`src/rtl/gpr_pkg.sv`:
```
package gpr_pkg;

    typedef struct packed {
        logic sign;
        logic zero;
        logic carry;
        logic ovf;
    } cond_flags_t;

endpackage

```
`src/rtl/gpr_byte_map.sv`:
```
// Turns a byte-path index into the register that owns the byte and the
// byte lane inside that register.
module gpr_byte_map #(
    parameter int IDX_W  = 3,
    parameter int NBREG  = 4,
    parameter int LANE_W = 2
) (
    input  logic [IDX_W-1:0]  idx,
    output logic [IDX_W-1:0]  reg_idx,
    output logic [LANE_W-1:0] lane
);

    always_comb begin
        if (idx < IDX_W'(NBREG)) begin
            reg_idx = idx;
            lane    = '0;
        end else begin
            reg_idx = idx - IDX_W'(NBREG);
            lane    = LANE_W'(1);
        end
    end

    // the target must always be one of the byte-addressable registers
    always_comb begin
        assert_target_low_R8: assert (reg_idx < IDX_W'(NBREG) || $isunknown(idx));
    end

endmodule

```
`src/rtl/gpr_byte_merge.sv`:
```
// Replaces one byte lane of a word, passing the other lanes through.
module gpr_byte_merge #(
    parameter int XLEN   = 32,
    parameter int BYTE_W = 8,
    parameter int LANE_W = 2
) (
    input  logic [XLEN-1:0]   word_in,
    input  logic [BYTE_W-1:0] bval,
    input  logic [LANE_W-1:0] lane,
    output logic [XLEN-1:0]   word_out
);

    localparam int LANES = XLEN / BYTE_W;

    for (genvar g = 0; g < LANES; g++) begin : g_lane
        assign word_out[g*BYTE_W +: BYTE_W] =
            (lane == LANE_W'(g)) ? bval : word_in[g*BYTE_W +: BYTE_W];
    end

endmodule

```
`src/rtl/gpr_bank.sv`:
```
module gpr_bank
    import gpr_pkg::*;
#(
    parameter int XLEN   = 32,
    parameter int NREG   = 8,
    parameter int BYTE_W = 8,
    parameter int NBREG  = 4
) (
    input  logic                      clk,
    input  logic                      rst,
    input  logic [$clog2(NREG)-1:0]   rd_a_idx,
    output logic [XLEN-1:0]           rd_a_data,
    input  logic [$clog2(NREG)-1:0]   rd_b_idx,
    output logic [XLEN-1:0]           rd_b_data,
    input  logic                      wr_en,
    input  logic [$clog2(NREG)-1:0]   wr_idx,
    input  logic [XLEN-1:0]           wr_data,
    input  logic [$clog2(NREG)-1:0]   brd_idx,
    output logic [BYTE_W-1:0]         brd_data,
    input  logic                      bwr_en,
    input  logic [$clog2(NREG)-1:0]   bwr_idx,
    input  logic [BYTE_W-1:0]         bwr_data,
    input  logic                      flag_we,
    input  logic                      sf_in,
    input  logic                      zf_in,
    input  logic                      cf_in,
    input  logic                      of_in,
    output logic                      sf,
    output logic                      zf,
    output logic                      cf,
    output logic                      of
);

    localparam int IDX_W  = $clog2(NREG);
    localparam int LANES  = XLEN / BYTE_W;
    localparam int LANE_W = $clog2(LANES);

    typedef struct packed {
        logic [NREG-1:0][XLEN-1:0] regs;
        cond_flags_t               flags;
    } bank_state_t;

    bank_state_t state_d, state_q;

    logic [IDX_W-1:0]  bwr_reg, brd_reg;
    logic [LANE_W-1:0] bwr_lane, brd_lane;
    logic [XLEN-1:0]   bwr_merged;
    logic [XLEN-1:0]   brd_word;

    gpr_byte_map #(.IDX_W(IDX_W), .NBREG(NBREG), .LANE_W(LANE_W)) u_wmap (
        .idx     (bwr_idx),
        .reg_idx (bwr_reg),
        .lane    (bwr_lane)
    );

    gpr_byte_map #(.IDX_W(IDX_W), .NBREG(NBREG), .LANE_W(LANE_W)) u_rmap (
        .idx     (brd_idx),
        .reg_idx (brd_reg),
        .lane    (brd_lane)
    );

    gpr_byte_merge #(.XLEN(XLEN), .BYTE_W(BYTE_W), .LANE_W(LANE_W)) u_merge (
        .word_in  (state_q.regs[bwr_reg]),
        .bval     (bwr_data),
        .lane     (bwr_lane),
        .word_out (bwr_merged)
    );

    // next-state computation
    always_comb begin
        state_d = state_q;
        if (wr_en) begin
            state_d.regs[wr_idx] = wr_data;
        end
        if (bwr_en) begin
            state_d.regs[bwr_reg] = bwr_merged;
        end
        if (flag_we) begin
            state_d.flags = '{sign: sf_in, zero: zf_in, carry: cf_in, ovf: of_in};
        end
        if (rst) begin
            state_d = '0;
        end
    end

    always_ff @(posedge clk) begin
        state_q <= state_d;
    end

    // combinational reads
    assign rd_a_data = state_q.regs[rd_a_idx];
    assign rd_b_data = state_q.regs[rd_b_idx];
    assign brd_word  = state_q.regs[brd_reg];

    always_comb begin
        brd_data = '0;
        for (int k = 0; k < LANES; k++) begin
            if (brd_lane == LANE_W'(k)) begin
                brd_data = brd_word[k*BYTE_W +: BYTE_W];
            end
        end
    end

    assign sf = state_q.flags.sign;
    assign zf = state_q.flags.zero;
    assign cf = state_q.flags.carry;
    assign of = state_q.flags.ovf;

    // ---------------- assertions ----------------
    assert_reset_clears_R1: assert property (@(posedge clk) disable iff (rst)
        $past(rst) |-> (rd_a_data == '0 && rd_b_data == '0 && {sf, zf, cf, of} == 4'b0));

    assert_word_write_R2: assert property (@(posedge clk) disable iff (rst)
        (wr_en && !(bwr_en && bwr_reg == wr_idx))
        |=> state_q.regs[$past(wr_idx)] == $past(wr_data));

    assert_byte_upper_kept_R5: assert property (@(posedge clk) disable iff (rst)
        (bwr_en && !(wr_en && wr_idx == bwr_reg))
        |=> state_q.regs[$past(bwr_reg)][XLEN-1:2*BYTE_W]
            == $past(state_q.regs[bwr_reg][XLEN-1:2*BYTE_W]));

    assert_flag_load_R7: assert property (@(posedge clk) disable iff (rst)
        flag_we |=> {sf, zf, cf, of} == $past({sf_in, zf_in, cf_in, of_in}));

    assert_flag_hold_R7: assert property (@(posedge clk) disable iff (rst)
        !flag_we |=> $stable({sf, zf, cf, of}));

    assert_upper_regs_R8: assert property (@(posedge clk) disable iff (rst)
        !wr_en |=> $stable(state_q.regs[NREG-1:NBREG]));

    assert_idle_R9: assert property (@(posedge clk) disable iff (rst)
        (!wr_en && !bwr_en) |=> $stable(state_q.regs));

endmodule

```
`config.mk`:
```
export PLATFORM = sky130hd
export DESIGN_NAME = gpr_bank
export DESIGN_NICKNAME = d
export VERILOG_FILES = /design/src/rtl/gpr_pkg.sv /design/src/rtl/gpr_byte_map.sv /design/src/rtl/gpr_byte_merge.sv /design/src/rtl/gpr_bank.sv
export SDC_FILE = /design/constraint.sdc
export NUM_CORES = 1
export LEC_CHECK = 0
export BUFFER_PORTS_ARGS = -buffer_cell sky130_fd_sc_hd__buf_4
export CAP_MARGIN = 15
export CORE_AREA = 2 2 202 164
export CTS_CLUSTER_DIAMETER = 150
export DETAILED_ROUTE_END_ITERATION = 8
export DIE_AREA = 0 0 204 166
export GPL_ROUTABILITY_DRIVEN = 0
export GPL_TIMING_DRIVEN = 0
export PLACE_DENSITY = 0.73
export SLEW_MARGIN = 20
export SYNTH_ARGS = -nofsm -noshare
export SYNTH_HDL_FRONTEND = slang
export SYNTH_SLANG_ARGS = --single-unit
```
`constraint.sdc`:
```
create_clock -name clk -period 4.95 [get_ports clk]
set_clock_uncertainty 0.15 [all_clocks]
set_input_delay 0.495 -clock clk [delete_from_list [all_inputs] [get_ports clk]]
set_output_delay 0.495 -clock clk [all_outputs]
set_load 0.03 [all_outputs]
```
# ---- After elaboration in Yosys (flattened, before gate mapping)
# Cells that the tools add are included.
dict set report totals {
  word_cells 61
  inputBits 64
  regBits 260
}
dict set report classes {
  addsub 2
  reduce_logical 4
  eq_ne 6
  order_cmp 9
  mux 28
}
# op n
set op_table {}
lappend op_table {{$bwmux W256} 2}
lappend op_table {{$mux W256} 2}
lappend op_table {{$bmux W32 S3} 4}
lappend op_table {{$demux W32 S3} 2}
lappend op_table {{$mux W32} 6}
lappend op_table {{$mux W8} 8}
lappend op_table {{$lt A3 B4 Y1 const B} 5}
lappend op_table {{$ge A3 B1 Y1 const B} 2}
lappend op_table {{$lt A3 B3 Y1 const B} 2}
lappend op_table {{$mux W3} 2}
lappend op_table {{$sub A3 B3 Y3 const B} 2}
lappend op_table {{$eq A1 B2 Y1 const B} 2}
lappend op_table {{$eq A2 B2 Y1 const B} 2}
lappend op_table {{$logic_not A2 Y1} 2}
lappend op_table {{$eq A2 B1 Y1 const B} 1}
lappend op_table {{$logic_and A1 B1 Y1} 2}
lappend op_table {{$mux W1} 2}
lappend op_table {{$eq A1 B1 Y1 const B} 1}

# ---- Logic depth before layout (Yosys ltp)
dict set report logic_depth {
  word_depth 8
  ltp_mapped 6
  depth_no_buf 3
}

# ---- Hierarchy
# Synthesis repeated with hierarchy kept, for this count alone.
dict set report hier_totals {
  cells_unflattened 1824
  area_unflattened_um2 19799.0
}
# module cells_per_inst area_per_inst_um2 seq_area_each_um2 n_inst
set by_module_without_submodules {}
lappend by_module_without_submodules {gpr_bank 1774 19308.5 5205.0 1}
lappend by_module_without_submodules {gpr_byte_merge 38 407.9 0.0 1}
lappend by_module_without_submodules {gpr_byte_map 6 41.3 0.0 2}

# ---- Worst setup path after synthesis
# No wires, ideal clock.
dict set report synth_timing {
  path_type {input -> output}
  from {input rd_a_idx[0]}
  to {output rd_a_data[0]}
  path_stages 4
  t_required_ps 4305
  path_slack_ps 2429
  t_arrival_ps 1876
  path_cell_list {buf_2 buf_2 mux4_2 mux2_2}
}
dict set report synth_via {
  elab_chain_len 2
}
# element line_no
set synth_rtl {}
lappend synth_rtl {{start, declared} gpr_bank.sv:11} ;# input logic [$clog2(NREG)-1:0] rd_a_idx,
lappend synth_rtl {{$bmux W32 S3} gpr_bank.sv:91} ;# assign rd_a_data = state_q.regs[rd_a_idx];
lappend synth_rtl {{$mux W32 (implied by the code)} gpr_bank.sv:91}
lappend synth_rtl {{end, declared} gpr_bank.sv:12} ;# output logic [XLEN-1:0] rd_a_data,
# Every way passes these cells. The select of a mux whose other input is x is not followed.

# ---- Worst setup path after layout
dict set report layout_timing {
  from {input rd_b_idx[1]}
  to {output rd_b_data[10]}
}
dict set report layout_via {
  elab_chain_len 2
}
# element line_no
set layout_rtl {}
lappend layout_rtl {{start, declared} gpr_bank.sv:13} ;# input logic [$clog2(NREG)-1:0] rd_b_idx,
lappend layout_rtl {{$bmux W32 S3} gpr_bank.sv:92} ;# assign rd_b_data = state_q.regs[rd_b_idx];
lappend layout_rtl {{$mux W32 (implied by the code)} gpr_bank.sv:92}
lappend layout_rtl {{end, declared} gpr_bank.sv:14} ;# output logic [XLEN-1:0] rd_b_data,
# Every way passes these cells. The select of a mux whose other input is x is not followed.

==> impl_metrics.ini <==
[cts]
clock_latency_ps = 560
clk_transition_reported_paths_ps = 60
ctsHoldBuffers = 0
clockRootBuffer = clkbuf_16
postCtsSetupBuffers = 0
cts_max_level = 1
cts_sinks = 260
cts_tree = yes
clockBufferDepth = 3
cts_resized = 0
cts_made_buffers = 28

[critical_path]
cp.arrival_ps = 2990
r2r_slack_ps = 3610
critPathRequiredTime_ps = 4300
startpoint_type = input pin
rr_worst_depth = 3
regToRegEndpoint = state_q[77]
cp-end-kind = primary output
critical_path.max_fanout = 10
crit_type = input pin to primary output
reg2reg_from = state_q[77]

[worst_hold_path]
hold_depth = 3
min_to = sf
hold_path.startpoint = sf_in
hold_class = input pin to register

[global_routing]
grt_util_met2 = 0.4678
grtUsageMet1 = 0.4205
grt_pass1_wl_um = 80460
grt_max_degree = 14
antenna_found_initial = 1
met3_usage = 0.09576
busiest_layer = met2
grt_usage = 0.3093
grt_pass1_vias = 13390
grt.overflow.total = 0

[floorplan]
die_height_um = 166
start_util = 0.4606
fp-row-count = 59
ioPinCount = 140
fp.coreArea_mm2 = 0.03204
dieWidth_um = 204
die_area_mm2 = 0.03386

[drt]
drtAntennaViolNets = 0
drc_errors = 0
drtIter0Drc = 1739
vias = 13820
dr.pass1.iters = 7
wl_per_cell_um = 25.08
wl_um = 53250
vias_per_cell = 6.509

[finish]
layout_common_cells = nand2_1 (324), dfxtp_1 (260), a21oi_1 (207)
stdcell_area_mm2 = 0.01691
regArea_mm2 = 0.005205
synthToLayoutAreaGrowth_pct = 14.58
drive_gt1_frac = 0.2686
multi_input_area_mm2 = 0.008693
fill_cells = 2863
mostFrequentLayoutCell = nand2_1
fin_nets = 1736

[power_and_ir_drop]
vdd_ir_drop_max_mv = 0.2589
p_sw_uw = 1438
p_int_uw = 3611
swShare = 0.2848
p_total_uw = 5048
power.leakage_uw = 0.005827
combPwrFrac = 0.147
pwr-share-seq = 0.438
clockPowerShare = 0.415
powerDensity_mw_per_mm2 = 298.6

[placed_design]
dp_hpwl_um = 38170
port-buffer-count = 95
postPlaceCellArea_mm2 = 0.01600

[sta]
fin_crit_ps = 3638
tightest_slew_ps = 1069
finalSetupTns_ps = 0
setup_viol = 0
rsz0062_at_grt = false
slew_violations = 0
period_share = 0.7349
fmax_mhz = 274.9
relSlewSlack = 0.2876
final_hold_viol_count = 0

[yosys]
avgSynthCellArea_um2 = 9.539
synth_cell_types = 38
synthXorXnorAreaFrac = 0
yosysTopAreaCell = dfxtp_1
synth_compound_area_frac = 0.1352
syn_nets = 1611
synth-async-reset-ratio = 0
yosys_warnings = 0
synth_area_leaders = dfxtp_1 (35%), mux4_2 (22%), nand2_1 (8.2%)
yosys.area.top_type_share = 0.3527
ys_ff_latch = 260
synth-adder-area-share = 0
syn_area_mm2 = 0.01476
synthSimpleGateAreaFrac = 0.1440
synth_top_family_by_area = multiplexers
synth_edf_count = 0
synth_cells = 1547
ys.flop_type = dfxtp_1
synthMuxAreaShare = 0.3100
yosysSeqAreaShare = 0.3527

[run_status]
status = finished clean

[flow_run]
cap_violations = 0
==> metal layers <==
layer	vias up	wire length, um
met5	-	0
met4	0	1719
met3	153	7474
met2	1046	23480
met1	6705	20570
li1	5915	-
==> how the worst max path moves through the flow <==
| stage | start | to | slack, ps | depth (start not counted) |
|---|---|---|---|---|
| finish | rd_b_idx[1] | rd_b_data[10] | 1310 | 5 |
| CTS | rd_b_idx[1] | rd_b_data[10] | 1430 | 5 |
| floorplan | rd_a_idx[0] | rd_a_data[0] | 2430 | 4 |
| global placement | rd_b_idx[1] | rd_b_data[10] | 1460 | 5 |
| detailed placement | rd_b_idx[1] | rd_b_data[10] | 1430 | 5 |
| global route | rd_b_idx[1] | rd_b_data[10] | 1370 | 5 |
==> critical path: stages <==
cell	delay (ps)
clkbuf_1	770
clkbuf_1	780
mux4_2	470
mux2_2	300
buf_4	170
==> layout make-up <==
| cell class | instances | area share |
|---|---|---|
| multi-input combinational | 1094 | 0.5141 |
| sequential | 260 | 0.3078 |
| buffer | 193 | 0.05076 |
| clock buffer | 43 | 0.05017 |
| timing repair buffer | 95 | 0.04218 |
| tap | 427 | 0.03160 |
| clock inverter | 9 | 0.003034 |
| antenna | 2 | 0.0002960 |
==> power by group through the flow <==
stage / Combinational [uW] / Clock [uW] / Sequential [uW]
global route: 775 / 2160 / 2220
floorplan: 482 / 0 / 2240
global placement: 707 / 0 / 2250
finish: 743 / 2090 / 2210
CTS: 724 / 2080 / 2210
detailed placement: 719 / 0 / 2250
==> cell families (layout without fill, tap and decap cells) <==
group,count (synthesis),in the layout
other,0,2
buffers and inverters,193,340
AOI/OAI and AO/OA,355,355
DFF,260,260
and+or+nand+nor,473,473
muxes,266,266
==> cells in the mapped netlist (3+ instances only) <==
cell and n:
mux2i_1 34, clkbuf_1 107, buf_1 5, nand2b_1 8, buf_4 8, and4b_1 3
a211oi_1 18, o22ai_1 30, nor3_1 14, nand4b_1 3, nor2_1 5, o21ai_0 56
and2_1 8, nand2_1 324, o21ai_1 8, a21oi_1 207, mux4_2 144, a311oi_1 34
mux2_2 88, nand3_1 65, buf_2 70, nor2b_1 26, nand4bb_1 3, dfxtp_1 260
==> stage by stage <==
step | util | hold slack (ps) | cells | worst slack (ps)
final | 0.5278 | 35.51 | 2123 | 1312
after global routing | 0.5276 | 43.03 | 2121 | 1372
after CTS | 0.5276 | 32.05 | 2121 | 1428
after detailed placement | 0.4995 | 309.1 | 2069 | 1428
after global placement | 0.4995 | 299.5 | 2069 | 1460
after floorplan | - | 292.9 | 1547 | 2429
==> flip-flops by register name (all words and copies together), names as in the netlist <==
signal,cells
state_q,256
sf,1
of,1
zf,1
cf,1
Note: power is estimated with default switching activity, not from simulation.
